[config.mk]
export PLATFORM = sky130hd
export DESIGN_NAME = fxp_fault_ctrl
export DESIGN_NICKNAME = d
export VERILOG_FILES = /design/src/rtl/fxp_pkg.sv /design/src/rtl/fxp_sd_filter.sv /design/src/rtl/fxp_fault_tx.sv /design/src/rtl/fxp_fault_rx.sv /design/src/rtl/fxp_fault_ctrl.sv
export SDC_FILE = /design/constraint.sdc
export NUM_CORES = 1
export LEC_CHECK = 0
export ABC_CLOCK_PERIOD_IN_PS = 5400
export CAP_MARGIN = 10
export CORE_MARGIN = 1
export CORE_UTILIZATION = 59
export DETAILED_ROUTE_END_ITERATION = 8
export GPL_ROUTABILITY_DRIVEN = 0
export PLACE_DENSITY = 0.83
export SLEW_MARGIN = 25
export SYNTH_ARGS = -nofsm -noshare
export SYNTH_HDL_FRONTEND = slang
export SYNTH_SLANG_ARGS = --single-unit
export TNS_END_PERCENT = 10
[constraint.sdc]
create_clock -name clk -period 5.4 [get_ports clk]
set_input_delay 1.35 -clock clk [delete_from_list [all_inputs] [get_ports clk]]
set_output_delay 1.35 -clock clk [all_outputs]
set_load 0.05 [all_outputs]
[src/rtl/fxp_pkg.sv]
// Package: shared constants and the filtered signal-detect classification.
// Assumes one line bit per clock at the port rate.
package fxp_pkg;
    localparam int FXP_ONES_LEN  = 84;
    localparam int FXP_DEB_CYC   = 16;
    localparam int FXP_RF_PATS   = 3;
    localparam int FXP_CLR_W     = 16;

    typedef struct packed {
        logic fiber;    // low threshold exceeded
        logic present;  // high threshold exceeded as well
    } sd_class_t;
endpackage

[src/rtl/fxp_sd_filter.sv]
// Module: fxp_sd_filter
// Debounces one comparator flag. The output follows the raw flag only after the
// raw flag has differed from it on DEB_CYC consecutive edges.
// Assumes the raw flag is already synchronised to clk.
module fxp_sd_filter #(
    parameter int DEB_CYC = 16
) (
    input  logic clk,
    input  logic rst_n,
    input  logic raw,
    output logic filt
);
    localparam int CNT_W = (DEB_CYC > 1) ? $clog2(DEB_CYC) : 1;

    logic [CNT_W-1:0] cnt;

    // Count consecutive disagreeing samples; take the raw value at the limit.
    always_ff @(posedge clk) begin
        if (!rst_n) begin
            cnt  <= '0;
            filt <= 1'b0;
        end else if (raw == filt) begin
            cnt <= '0;
        end else if (cnt == CNT_W'(DEB_CYC - 1)) begin
            cnt  <= '0;
            filt <= raw;
        end else begin
            cnt <= cnt + 1'b1;
        end
    end
endmodule

[src/rtl/fxp_fault_tx.sv]
// Module: fxp_fault_tx
// Generates the fault pattern (ONES_LEN ones then one zero, repeating) while
// enabled and outside frames. Any frame or disable returns the pattern to its start.
// Assumes frame_active rises before the first bit of a frame.
module fxp_fault_tx #(
    parameter int ONES_LEN = 84
) (
    input  logic clk,
    input  logic rst_n,
    input  logic fault,
    input  logic frame_active,
    output logic tx_ovr,
    output logic tx_bit
);
    localparam int POS_W = $clog2(ONES_LEN + 1);
    localparam logic [POS_W-1:0] LAST = POS_W'(ONES_LEN);

    logic [POS_W-1:0] pos;

    // Override only in the idle gap while a fault is to be signalled.
    always_comb begin
        tx_ovr = fault && !frame_active;
        tx_bit = tx_ovr && (pos != LAST);
    end

    // Advance the bit position; restart on the zero bit or when the override stops.
    always_ff @(posedge clk) begin
        if (!rst_n || !tx_ovr) begin
            pos <= '0;
        end else if (pos == LAST) begin
            pos <= '0;
        end else begin
            pos <= pos + 1'b1;
        end
    end
endmodule

[src/rtl/fxp_fault_rx.sv]
// Module: fxp_fault_rx
// Detects the partner's fault pattern in the received bit stream. It raises the
// flag after RF_PATS consecutive patterns and clears it after clr_len cycles with
// no completed pattern. Assumes clr_len >= 1.
module fxp_fault_rx #(
    parameter int ONES_LEN = 84,
    parameter int RF_PATS  = 3,
    parameter int CLR_W    = 16
) (
    input  logic             clk,
    input  logic             rst_n,
    input  logic             rx_bit,
    input  logic [CLR_W-1:0] clr_len,
    output logic             remote_fault
);
    localparam int RUN_W = $clog2(ONES_LEN + 2);
    localparam int PAT_W = $clog2(RF_PATS + 1);
    localparam logic [RUN_W-1:0] RUN_MAX = '1;
    localparam logic [CLR_W-1:0] Q_MAX   = '1;

    logic [RUN_W-1:0] run;
    logic [PAT_W-1:0] pats;
    logic [CLR_W-1:0] quiet;
    logic             done;
    logic [CLR_W-1:0] quiet_nx;

    // A pattern completes on a zero that ends a run of exactly ONES_LEN ones.
    always_comb begin
        done     = !rx_bit && (run == RUN_W'(ONES_LEN));
        quiet_nx = (quiet == Q_MAX) ? quiet : quiet + 1'b1;
    end

    // Track the length of the current run of ones, saturating.
    always_ff @(posedge clk) begin
        if (!rst_n || !rx_bit) begin
            run <= '0;
        end else if (run != RUN_MAX) begin
            run <= run + 1'b1;
        end
    end

    // Count consecutive patterns, time the quiet interval, set and clear the flag.
    always_ff @(posedge clk) begin
        if (!rst_n) begin
            pats         <= '0;
            quiet        <= '0;
            remote_fault <= 1'b0;
        end else if (done) begin
            quiet <= '0;
            if (pats >= PAT_W'(RF_PATS - 1)) begin
                remote_fault <= 1'b1;
                pats         <= PAT_W'(RF_PATS);
            end else begin
                pats <= pats + 1'b1;
            end
        end else begin
            quiet <= quiet_nx;
            if (!rx_bit) begin
                pats <= '0;
            end
            if (remote_fault && (quiet_nx >= clr_len)) begin
                remote_fault <= 1'b0;
                pats         <= '0;
            end
        end
    end
endmodule

[src/rtl/fxp_fault_ctrl.sv]
// Module: fxp_fault_ctrl (top)
// Fiber/copper mode selection and fault signalling for a 100 Mb/s port.
// It filters the two comparator flags, classifies the signal-detect level,
// drives the transmit override pattern and watches for the partner's pattern.
// Assumes all inputs are synchronous to clk.
module fxp_fault_ctrl
    import fxp_pkg::*;
#(
    parameter int ONES_LEN = FXP_ONES_LEN,
    parameter int DEB_CYC  = FXP_DEB_CYC,
    parameter int RF_PATS  = FXP_RF_PATS,
    parameter int CLR_W    = FXP_CLR_W
) (
    input  logic             clk,
    input  logic             rst_n,
    input  logic             sd_lo_raw,
    input  logic             sd_hi_raw,
    input  logic             fault_en,
    input  logic             frame_active,
    input  logic             rx_bit,
    input  logic [CLR_W-1:0] rf_clear_len,
    output logic             fiber_mode,
    output logic             signal_ok,
    output logic             an_xover_en,
    output logic             local_fault,
    output logic             tx_ovr,
    output logic             tx_bit,
    output logic             remote_fault
);
    localparam int NFLAG = 2;

    logic [NFLAG-1:0] raw_flags;
    logic [NFLAG-1:0] filt_flags;
    sd_class_t        cls;

    assign raw_flags = {sd_hi_raw, sd_lo_raw};

    // One debounce filter per comparator flag.
    for (genvar g = 0; g < NFLAG; g++) begin : g_flt
        fxp_sd_filter #(.DEB_CYC(DEB_CYC)) u_flt (
            .clk  (clk),
            .rst_n(rst_n),
            .raw  (raw_flags[g]),
            .filt (filt_flags[g])
        );
    end

    // Classify the filtered level and derive the mode and fault decisions.
    always_comb begin
        cls.fiber   = filt_flags[0];
        cls.present = filt_flags[0] && filt_flags[1];
        fiber_mode  = cls.fiber;
        signal_ok   = cls.present;
        an_xover_en = !cls.fiber;
        local_fault = cls.fiber && !cls.present && fault_en;
    end

    fxp_fault_tx #(.ONES_LEN(ONES_LEN)) u_tx (
        .clk         (clk),
        .rst_n       (rst_n),
        .fault       (local_fault),
        .frame_active(frame_active),
        .tx_ovr      (tx_ovr),
        .tx_bit      (tx_bit)
    );

    fxp_fault_rx #(.ONES_LEN(ONES_LEN), .RF_PATS(RF_PATS), .CLR_W(CLR_W)) u_rx (
        .clk         (clk),
        .rst_n       (rst_n),
        .rx_bit      (rx_bit),
        .clr_len     (rf_clear_len),
        .remote_fault(remote_fault)
    );
endmodule

=== After elaboration in Yosys (flattened, before gate mapping) ===
Cells that the tools add are included.

* Bits in registers: 43
* Output and inout bits: 7

* Add/sub/neg operators: 6
* Magnitude comparators: 2
* Eq/ne operators: 11
* Multiplexer cells: 8
* Bitwise gates (word level): 3
* Reduce and logical (&&, ||, !) cells: 23

{| class="wikitable"
|+ Operators by type and width
! operator !! count
|-
| $add 16x1->16 const B || 1
|-
| $eq 16x16->1 const B || 1
|-
| $ge 16x16->1 || 1
|-
| $mux 16 || 1
|-
| $add 7x1->7 const B || 2
|-
| $eq 7x7->1 const B || 2
|-
| $ne 7x7->1 const B || 2
|-
| $add 4x1->4 const B || 2
|-
| $eq 4x4->1 const B || 2
|-
| $mux 2 || 4
|-
| $logic_and 1x1->1 || 7
|-
| $logic_not 1->1 || 6
|-
| $reduce_and 2->1 || 3
|-
| $reduce_or 3->1 || 2
|-
| $reduce_or 2->1 || 2
|-
| $mux 1 || 3
|-
| $ne 3x1->1 const B || 1
|-
| $not 1->1 || 3
|-
| $add 2x1->2 const B || 1
|-
| $eq 1x1->1 || 2
|-
| $ge 2x2->1 const B || 1
|-
| $logic_or 1x1->1 || 2
|-
| $ne 2x2->1 const B || 1
|-
| $reduce_bool 2->1 || 1
|}

=== Longest topological paths before layout ===
* Depth after elaboration: 8
* Mapped depth: 13
* Mapped depth without buffers: 13

=== Hierarchy ===
Synthesis repeated with hierarchy kept, for this count alone.

* Cells, all modules: 269
* Area total of the unflattened synthesis: 2398.6 µm²

{| class="wikitable"
|+ Modules (own cells, without submodules)
! module !! times used !! cells each !! area each (µm²) !! sequential area each (µm²)
|-
| fxp_fault_rx || 1 || 194 || 1662.8 || 520.5
|-
| fxp_sd_filter || 2 || 19 || 192.7 || 100.1
|-
| fxp_fault_tx || 1 || 34 || 330.3 || 140.1
|-
| fxp_fault_ctrl || 1 || 3 || 20.0 || 0.0
|}

=== Least setup slack after synthesis ===
Ideal clock, no wire load.

* Path type: input port to output port
* From: in fault_en
* To: out tx_bit
* Arrival: 2.647 ns
* Required time: 4.050 ns
* Path slack: 1.403 ns
* Stages on the path: 2
* Path buffers: 0
* Cells stage by stage: nand3b_1 nor3_1

* Longest elaborated chain between the ends: 3

{| class="wikitable"
|+ RTL lines
! what !! line !! text
|-
| start: declaration || fxp_fault_ctrl.sv:18 || <nowiki>input logic fault_en,</nowiki>
|-
| $logic_and 1x1->1 || fxp_fault_ctrl.sv:55 || <nowiki>local_fault = cls.fiber && !cls.present && fault_en;</nowiki>
|-
| $logic_and 1x1->1 || fxp_fault_tx.sv:22 || <nowiki>tx_ovr = fault && !frame_active;</nowiki>
|-
| $logic_and 1x1->1 || fxp_fault_tx.sv:23 || <nowiki>tx_bit = tx_ovr && (pos != LAST);</nowiki>
|-
| end: declaration || fxp_fault_ctrl.sv:27 || <nowiki>output logic tx_bit,</nowiki>
|}

Every way passes these cells.

=== Worst setup path after layout ===
Same ends and word-level chain as after synthesis.

==> impl_metrics.yaml <==
synthesis:
  synth-seq-cells: 43
  synth_common_cells: "dfxtp_1 (43), inv_1 (29), nor2_1 (29)"
  syn_area_um2: 2340
  synth-async-reset-ratio_pct: 0
  synth_area_leader_cell: "dfxtp_1"
  synth_top_area_share_pct: 36.7
  synth_edf_count: 0
  synthFlopType: "dfxtp_1"
  seq_area_frac_synth_pct: 36.7
  syn_inst: 269
  yosysUniqueCellTypes: 36
  synthMostInstantiatedCell: "dfxtp_1"
  synth_area_per_cell_um2: 8.71
  synth_fp_nets: 315
  ys_warn_count: 0
  synth.area.top_cells: "dfxtp_1 (37%), ha_1 (12%), xor2_1 (5.6%)"
setup_path:
  critical_path_buf_inv_count: 2
  crit_family: "buffers and inverters"
  path_cells: "clkdlybuf4s50_1 -> nand3b_1 -> nor3_1 -> clkdlybuf4s50_1"
  reg2reg_to: "u_rx.remote_fault$_SDFFE_PN0P_"
  path_class: "in -> out"
  crit_top_cell: "clkdlybuf4s50_1"
  rr_worst_depth: 13
  cp_slowest_cell: "clkdlybuf4s50_1"
  critPathMaxFanout: 3
  cp.depth: 4
  r2r_start: "u_rx.quiet[0]$_SDFF_PP0_"
  crit_path_start_kind: "input pin"
  crit_path_end: "tx_bit"
  cp_slowest_stage_delay_ps: 870
  crit_arrival_ps: 3080
  cp.required_ps: 4050
  crit_path_end_kind: "primary output"
  r2r_slack_ps: 1520
  crit_start: "fault_en"
detailed_routing:
  via_per_inst: 5.37
  num_vias: 1880
  ant_nets: 0
  drt_iter0_drc: 43
  finalWirelength_um: 4340
  wl_per_cell_um: 12.4
  dr.pass1.iters: 4
  drc: 0
sta:
  period_share_pct: 82.0
  skew_ps: 5.64
  tightest_slew_ps: 531
  drv_slew: 0
  slew-limit-headroom_pct: 64.3
  timing.fmax_ghz: 0.226
  setup_viol: 0
  rsz0062_at_grt: "false"
  hold_viol: 0
  period_minus_slack_ps: 4430
  fin_tns_setup_ps: 0
floorplan:
  initial_core_util_pct: 62.6
  die_w_um: 65.0
  die-area_um2: 4230
  rows: 22
  coreArea_um2: 3740
  die_y_um: 65.0
  pin_count: 30
cts:
  hold_buffers: 0
  post-cts-setup-buffer-count: 0
  cts_resized: 0
  clkLatencyLatePin_ps: 290
  clock_sinks: 43
  cts-root-buf: "clkbuf_8"
  numCtsBuffers: 5
  htreeDepth: 2
  clkTransAtPathRegs_ps: 70
  ctsLongestPathBuffers: 2
  cts_tree: "yes"
power:
  swShare_pct: 20.4
  intPower_uw: 482
  switchingPower_uw: 123
  powerDensity_nw_per_um2: 217
  seqPwrFrac_pct: 53.7
  power_frac_clock_pct: 38.8
  peakVddDrop_mv: 0.212
  power_frac_comb_pct: 7.5
  leakage_uw: 0.00126
global_routing:
  grt_use_total_pct: 22.9
  grt_max_degree: 18
  grt_pass1_vias: 1852
  antenna_found_initial: 0
  grt_overflow: 0
  grt_first_pass_wirelength_um: 7490
job:
  cap_violations: 0
layout:
  layout.cells.non_filler: 350
  fillers: 294
  area_growth_pct: 18.8
  n_antenna_cell: 0
  fin_nets: 348
  drive_gt1_share_pct: 4.30
outcome:
  outcome: "finished, final reports clean"
place:
  numPortBuffers: 29
  dp.cells: 343
  place_hpwl_um: 3230
worst_hold_path:
  hold_depth: 1
  hp-class: "reg -> reg"
## metrics by stage
step | hold WS (ps) | power [uW] | area, um2 | setup WS, ps | utilization, %
5_1_grt | 488 | 631 | 2790 | 918 | 74.4
3_3_place_gp | 427 | 376 | 2680 | 1010 | 71.7
4_1_cts | 470 | 611 | 2790 | 973 | 74.4
3_5_place_dp | 459 | 377 | 2680 | 978 | 71.7
2_1_floorplan | 418 | 354 | 2340 | 1400 | -
6_report | 464 | 605 | 2790 | 974 | 74.4
## power by group through the flow
| stage | registers, uW | clock network (uW) | logic [uW] |
|---|---|---|---|
| 3_3_place_gp | 332 | 0 | 43.8 |
| 2_1_floorplan | 331 | 0 | 22.5 |
| 3_5_place_dp | 332 | 0 | 45.3 |
| 6_report | 325 | 235 | 45.4 |
| 4_1_cts | 325 | 240 | 46.0 |
| 5_1_grt | 325 | 254 | 51.8 |
## layout by cell type (no fill, tap or decap), types with 2 or more instances in the layout
master,instances
xnor2_1,10
and3_1,8
or4_1,2
nand2_1,10
nor3_1,7
and2_1,3
nand3_1,20
nor2b_1,13
clkbuf_8,5
nor3b_1,2
nand4_1,6
a21oi_1,8
nand2b_1,5
dfxtp_1,43
ha_1,23
inv_1,29
clkdlybuf4s50_1,29
and3b_1,3
nand3b_1,2
o21ai_0,9
nor2_1,29
xor2_1,15
mux2i_1,2
mux2_2,4
## cell families after synthesis
| kind of cell | synth area share (%) |
|---|---|
| buf+inv | 5.13 |
| flops | 36.7 |
| compound gates | 5.66 |
| xor+xnor | 9.34 |
| mux | 2.78 |
| simple gates | 28.1 |
| fa+ha+maj | 12.3 |
## registers in the layout, indices dropped and copies added (netlist names)
name,count
g_flt.u_flt.cnt,8
g_flt.u_flt.filt,2
u_rx.pats,2
u_rx.quiet,16
u_rx.remote_fault,1
u_rx.run,7
u_tx.pos,7
## cell type report
cell class              count  area, um2  area share (%)
clock buffers               6       72.6            2.61
multi-input cells         194       1360            48.9
well taps                  48       60.1            2.16
repair buffers             29        290            10.4
inverters                  29        109            3.91
flip-flops and latches     43        861            30.9
clock inverters             1       30.0            1.08
## layer usage
layer / share of wire (%) / GRT usage, % / vias to the layer above
met5: 0 / 0 / -
met1: 44 / 24.6 / 874
met3: 2.9 / 4.75 / 9
li1: - / - / 971
met2: 52 / 43.5 / 26
met4: 1.6 / 8.15 / 0
## worst min-delay path by stage
| stage | end | from |
|---|---|---|
| 2_1_floorplan | g_flt[0].u_flt.cnt[0]$_SDFF_PP0_ | g_flt[0].u_flt.cnt[0]$_SDFF_PP0_ |
| 3_3_place_gp | g_flt[1].u_flt.cnt[0]$_SDFF_PP0_ | g_flt[1].u_flt.cnt[0]$_SDFF_PP0_ |
| 3_5_place_dp | g_flt[0].u_flt.cnt[0]$_SDFF_PP0_ | g_flt[0].u_flt.cnt[0]$_SDFF_PP0_ |
| 4_1_cts | g_flt[0].u_flt.cnt[0]$_SDFF_PP0_ | g_flt[0].u_flt.cnt[0]$_SDFF_PP0_ |
| 5_1_grt | g_flt[1].u_flt.cnt[0]$_SDFF_PP0_ | g_flt[1].u_flt.cnt[0]$_SDFF_PP0_ |
| 6_report | g_flt[0].u_flt.cnt[0]$_SDFF_PP0_ | g_flt[0].u_flt.cnt[0]$_SDFF_PP0_ |
Power figures use the tool's default switching activity.
